### src/rtl/cvsd_enc.sv
module cvsd_enc #(
  parameter int DW       = 16,
  parameter int FRAC     = 8,
  parameter int STEP_MIN = 128,
  parameter int STEP_MAX = 2048,
  parameter int SYL_SH0  = 6,
  parameter int SYL_SH1  = 7,
  parameter int REC_SH0  = 4,
  parameter int REC_SH1  = 5
) (
  input  logic                 clk,
  input  logic                 rst,
  input  logic                 bit_en,
  input  logic                 rate_sel,
  input  logic signed [DW-1:0] sample_in,
  output logic                 bit_out,
  output logic                 coinc,
  output logic        [DW-1:0] step_out
);
  localparam int AW = DW + FRAC;
  localparam int XW = DW + 2;
  localparam logic [AW-1:0] ACC_MAX = AW'(STEP_MAX) << FRAC;
  localparam logic [AW-1:0] ACC_MIN = AW'(STEP_MIN) << FRAC;
  localparam logic signed [XW-1:0] POS_FS = XW'((2 ** (DW - 1)) - 1);
  localparam logic signed [XW-1:0] NEG_FS = -XW'(2 ** (DW - 1));

  logic [2:0]           hist;
  logic [1:0]           fill;
  logic [AW-1:0]        acc;
  logic signed [DW-1:0] recon;

  wire cmp = sample_in >= recon;
  wire [2:0] hist_nx = {hist[1:0], cmp};
  wire run3 = (fill == 2'd2) && (hist_nx == 3'b000 || hist_nx == 3'b111);

  wire [4:0] syl_sh = rate_sel ? 5'(SYL_SH1) : 5'(SYL_SH0);
  wire [4:0] rec_sh = rate_sel ? 5'(REC_SH1) : 5'(REC_SH0);

  wire [AW-1:0] gap_up = ACC_MAX - acc;
  wire [AW-1:0] gap_dn = acc - ACC_MIN;
  wire [AW-1:0] acc_nx = coinc ? acc + (gap_up >> syl_sh) : acc - (gap_dn >> syl_sh);

  wire signed [XW-1:0] r_ext = XW'(recon);
  wire signed [XW-1:0] r_leak = r_ext >>> rec_sh;
  wire signed [XW-1:0] st_ext = $signed({2'b00, step_out});
  wire signed [XW-1:0] r_sum = r_ext - r_leak + (cmp ? st_ext : -st_ext);
  wire signed [XW-1:0] r_sat = (r_sum > POS_FS) ? POS_FS : (r_sum < NEG_FS) ? NEG_FS : r_sum;

  assign step_out = acc[AW-1:FRAC];
  assign bit_out  = hist[0];

  always_ff @(posedge clk) begin
    if (rst) begin
      hist  <= 3'b000;
      fill  <= 2'd0;
      coinc <= 1'b0;
      acc   <= ACC_MIN;
      recon <= '0;
    end else if (bit_en) begin
      hist  <= hist_nx;
      fill  <= (fill == 2'd2) ? fill : fill + 2'd1;
      coinc <= run3;
      acc   <= acc_nx;
      recon <= r_sat[DW-1:0];
    end
  end
endmodule

### config.mk
export PLATFORM = sky130hd
export DESIGN_NAME = cvsd_enc
export DESIGN_NICKNAME = d
export VERILOG_FILES = /design/src/rtl/cvsd_enc.sv
export SDC_FILE = /design/constraint.sdc
export NUM_CORES = 1
export LEC_CHECK = 0
export ABC_AREA = 1
export ABC_CLOCK_PERIOD_IN_PS = 13550
export BUFFER_PORTS_ARGS = -buffer_cell sky130_fd_sc_hd__buf_4
export CORE_MARGIN = 5
export CORE_UTILIZATION = 45
export DETAILED_ROUTE_END_ITERATION = 12
export SETUP_SLACK_MARGIN = 0.1
export SYNTH_ARGS = -nofsm -noshare
export SYNTH_HDL_FRONTEND = slang
export SYNTH_SLANG_ARGS = --single-unit
### constraint.sdc
create_clock -name clk -period 13.55 [get_ports clk]
set_clock_uncertainty 0.15 [all_clocks]
set_input_delay 0.6775 -clock clk [delete_from_list [all_inputs] [get_ports clk]]
set_output_delay 0.6775 -clock clk [all_outputs]
set_load 0.03 [all_outputs]
Word level (Yosys, flattened, before mapping):

Index checks and enable logic that the tools add are counted.

* memory bits (writable): 0
* input bits: 20
* register bits: 45
* latch bits: 0
* memory bits (read-only): 0
* output and inout port bits: 18
* word-level logic and storage cells: 32
* memories: 0

* add/sub/neg operators: 8
* divide/modulo/power cells: 0
* eq/ne operators: 2
* shift operators: 3
* reductions and logical operators: 4
* $mul: 0
* multiplexer cells: 6
* bitwise gates (word level): 1
* magnitude comparators: 3

Operators with widths (count)
* $shr A24 B3 Y24: 2
* $mux W16: 2
* $add A24 B24 Y24: 1
* $mux W24: 1
* $sub A20 B24 Y24 const A: 1
* $sub A24 B16 Y24 const B: 1
* $sub A24 B24 Y24: 1
* $add A18 B18 Y18: 1
* $gt A18 B16 Y1 const B: 1
* $lt A18 B16 Y1 const B: 1
* $mux W18: 1
* $neg A16 Y18: 1
* $sshr A16 B3 Y18: 1
* $sub A16 B18 Y18: 1
* $ge A16 B16 Y1: 1
* $eq A3 B3 Y1 const B: 1
* $logic_not A3 Y1: 1
* $add A2 B1 Y2 const B: 1
* $eq A2 B2 Y1 const B: 1
* $mux W1: 2
* $reduce_and A2 Y1: 1
* $logic_and A1 B1 Y1: 1
* $logic_or A1 B1 Y1: 1
* $not A1 Y1: 1

Logic depth before layout (Yosys ltp):

* depth in word-level cells: 7
* gate-level depth with buffers: 33
* mapped depth without buffers: 32

Worst setup path before layout:

Ideal clock, no wire load.

* kind: input -> register
* start: input port sample_in[15]
* end: register recon[13]
* path buffers: 2
* stages on the path: 26
* required time: 13281 ps
* data arrival time: 4280 ps
* path slack: 9001 ps
* cell sequence: ha_1 -> nand2_1 -> o21bai_1 -> nand2_1 -> a21oi_1 -> nand3_1 -> nand3_1 -> clkbuf_1 -> nor2_1 -> xor2_1 -> inv_1 -> fa_1 -> inv_1 -> ha_1 -> a21oi_1 -> a21boi_0 -> nor2_1 -> nor2_1 -> nand2_1 -> nand2_1 -> nand2_1 -> inv_1 -> nand2_1 -> a21oi_4 -> buf_6 -> a21oi_1

* word-level cells in the longest chain between the ends: 6

Ends and longest elaborated chain
* from (decl): RTL line 15 `input logic signed [DW-1:0] sample_in,`
* $ge A16 B16 Y1 *: RTL line 32 `wire cmp = sample_in >= recon;`
* $mux W18 *: RTL line 46 `wire signed [XW-1:0] r_sum = r_ext - r_leak + (cmp ? st_ext : -st_ext);`
* $add A18 B18 Y18 *: RTL line 46
* $lt A18 B16 Y1: RTL line 47 `wire signed [XW-1:0] r_sat = (r_sum > POS_FS) ? POS_FS : (r_sum < NEG_FS) ? NEG_FS : r_sum;`
* $mux W16: RTL line 47
* $mux W16 *: RTL line 47
* to (signal assigned): RTL line 64 `recon <= r_sat[DW-1:0];`
* to (decl): RTL line 30 `logic signed [DW-1:0] recon;`

Mark *: on every way between the ends. The rest lies on a longest branch, timed or not.
A chain may end at the register's enable or synchronous reset.

Final worst setup path:

* start: register recon[15]
* end: register recon[1]

* word-level cells in the longest chain between the ends: 6

Ends and longest elaborated chain (RTL line)
* $sshr A16 B3 Y18 or $ge A16 B16 Y1 (tied branches): 44, 32
* $sub A16 B18 Y18 or $mux W18 (tied branches): 46
* $add A18 B18 Y18 *: 46
* $lt A18 B16 Y1: 47
* $mux W16: 47
* $mux W16 *: 47

Marks and branches as above.

==> results_dict.tcl <==
set metrics [dict create \
    status "completed" \
    place_inst 1255 \
    clock.fmax_mhz 177 \
    drt-total-wl_mm 19.4 \
    avgRoutedWirePerCell_um 15.4 \
    vias 6743 \
    core_area_mm2 0.0146 \
    crit_end "recon[1]" \
    arrival_ns 5.67 \
    yosys.area_share.simple 0.285 \
    reg2reg_slack_ns 7.90 \
    critPathKind "reg2reg" \
    ys_types 44 \
    num_antenna_cells 0 \
    endpoint_kind "register" \
    drc 0 \
    fin_tns_setup_ns 0 \
    synth_top_family_by_area "simple AND/OR/NAND/NOR gates" \
    clk_pin_slew_worst_paths_ns 0.07 \
    yosys_warnings 0 \
    start_kind "register" \
    r2r-end "recon[1]" \
    route.antenna.remaining_nets 0 \
    fin_crit_ns 5.65 \
    holdBufCountCts 0 \
    synth_seq_cells 45 \
    cts_root_buf "clkbuf_16" \
    setup_violations 0 \
    synthAdderAreaFrac 0.163 \
    cts_resized 0 \
    io_buffer_count 37 \
    clk_latency_ns 0.31 \
    cts_buffer_depth 2 \
    start_util 0.461 \
    die_area_mm2 0.0175 \
    synth-compound-area-share 0.202 \
    slew-limit-headroom 0.284 \
    cts_setup_buffers 0 \
    layout.cells.non_filler 1262 \
    synth_area_mm2 0.00672 \
    vias_per_cell 5.34 \
    synth-xor-area-share 0.0743 \
    drive_above_1_share 0.0909 \
    grt_pass1_vias 6327 \
    cp-startpoint "recon[15]" \
    cp.required_ns 13.57 \
    die_w_um 132 \
    synth-seq-area-share 0.134 \
    finalHoldViolations 0 \
    ys.flop_type "dfxtp_1" \
    nNetsFinal 1176 \
    hpwl_mm 15.4 \
    final.fill_count 1633 \
    grt_max_degree 52 \
    drt_iter0_markers 444 \
    async_reset_ff_frac 0 \
    synth.area.mux_share 0 \
    netlist_instances 1075 \
    syn-num-nets 1173 \
    hold_class "reg2reg" \
    synth_edf_count 0 \
    antenna_found_initial 0 \
    boundaryPins 38 \
    rsz0062_at_grt "no" \
    clkSinkCount 45 \
    grt_pass1_wl_mm 31.6 \
    syn_avg_cell_area_um2 6.25 \
    hold_path_startpoint "hist[0]" \
    finalCritPeriodShare 0.417 \
    maxCapViolCount 0 \
    tightest_slew_ns 1.07 \
    cts_tree "yes" \
    dieHeight_um 132 \
    cts_inserted_buffers 5 \
    grt-ovfl-total 0 \
    drt_first_pass_iters 6 \
    rr_startpoint "recon[15]" \
    reg2regPathDepth 25 \
    rows 44 \
    setup_slack_ns 7.90 \
    place.gp.congestion 0.961 \
    h-tree-depth 2 \
    place_ws_ns 7.71 \
    gr-usage-all-layers 0.218 \
    drv_slew 0 \
    syn_to_final_growth_pct 5.94 \
    path_max_fanout 15 \
]
-- how the worst min path moves through the flow --
stage,to,slack (ns),cells after the start
floorplan,recon[2],0.34,2
global placement,recon[2],0.36,2
detailed placement,recon[4],0.36,2
CTS,hist[1],0.38,2
global route,hist[1],0.40,2
finish,hist[1],0.38,2
-- layout by cell type, fill, tap and decap left out, types with 13 or more instances in the layout --
| cell | Yosys | final |
|---|---|---|
| nand2_1 | 231 | 231 |
| inv_1 | 175 | 175 |
| nor2_1 | 85 | 85 |
| a21oi_1 | 84 | 84 |
| o21ai_0 | 77 | 77 |
| ha_1 | 62 | 62 |
| nand3_1 | 47 | 47 |
| xor2_1 | 45 | 45 |
| dfxtp_1 | 45 | 45 |
| buf_4 | 18 | 37 |
| nand4_1 | 18 | 18 |
| fa_1 | 16 | 16 |
| o21ai_1 | 13 | 13 |
-- worst max-delay path, cell delays in order, from the launching register on --
cell      delay (ns)
dfxtp_1         0.51
inv_1           0.15
ha_1            0.37
nand2_1         0.13
o21bai_1        0.12
nand2_1         0.07
a21oi_1         0.26
nand2_1         0.10
nand2_1         0.06
nand3_1         0.40
inv_1           0.42
nand2_1         0.11
xor2_1          0.14
inv_1           0.06
fa_1            0.47
inv_1           0.04
ha_1            0.36
nand2_1         0.10
o21bai_1        0.10
nand3_1         0.08
nand3_1         0.15
a21oi_1         0.21
o21bai_2        0.17
nand2_2         0.11
a21oi_4         0.52
a21oi_1         0.14
-- metrics by stage --
step / area, um^2 / hold slack (ns) / util
global route: 7120 / 0.396 / 0.488
floorplan: 6720 / 0.340 / -
global placement: 6980 / 0.358 / 0.478
CTS: 7120 / 0.375 / 0.488
detailed placement: 6980 / 0.362 / 0.478
finish: 7120 / 0.384 / 0.488
-- cell families after synthesis --
kind of cell / Yosys count
xor gates and xnor gates: 57
buffers and inverters: 228
and+or+nand+nor: 432
adders and majority gates: 78
AOI/OAI and AO/OA: 235
DFF: 45
-- sequential cells by signal, summed over array words and instances, names as in the netlist --
name   count
fill       2
recon     16
hist       2
acc       24
coinc      1
-- synth_stat cells (2+ instances only) --
cell type	count	area, um^2
o21ai_1	13	65.1
inv_1	175	657
nor4_1	7	43.8
a221oi_1	5	43.8
or2_2	3	18.8
nand2_2	4	25.0
o21a_1	3	22.5
o21ai_2	5	43.8
o21ai_0	77	385
a21o_1	3	22.5
dfxtp_1	45	901
fa_1	16	320
buf_6	3	33.8
nand3_2	6	60.1
clkbuf_1	14	52.6
nor2_4	8	90.1
inv_2	10	37.5
nand3b_1	2	15.0
nor3_1	12	60.1
ha_1	62	776
buf_4	18	135
o22ai_1	4	25.0
nand3_1	47	235
a21oi_2	9	78.8
a21oi_1	84	420
nor2_1	85	319
a31oi_1	3	18.8
o221ai_1	2	17.5
xor2_1	45	394
a21boi_0	2	15.0
nand2_1	231	867
o211ai_1	12	90.1
or2_1	2	12.5
buf_2	5	25.0
o21bai_1	9	67.6
nor2_2	6	37.5
a211oi_1	2	15.0
nand4_1	18	113
xnor2_1	12	105
clkinv_1	2	7.51
-- layer usage --
metal / GRT usage / vias to the layer above / wire (um)
met5: 0 / - / 0
met4: 0.0537 / 0 / 385
met3: 0.0344 / 30 / 608
met2: 0.387 / 124 / 9570
met1: 0.276 / 3098 / 8830
li1: - / 3491 / -
-- final cells by class --
cell class / instances / area (um^2) / area share
clock buffers: 5 / 125 / 0.0176
repair buffers: 37 / 278 / 0.0390
multi-input cells: 802 / 4870 / 0.684
well taps: 184 / 230 / 0.0323
flip-flops and latches: 45 / 901 / 0.127
inverters: 187 / 702 / 0.0986
clock inverters: 2 / 16.3 / 0.00228
Power is not shown: default switching activity piles up to over one toggle a cycle in this logic, so the estimate is an artifact.
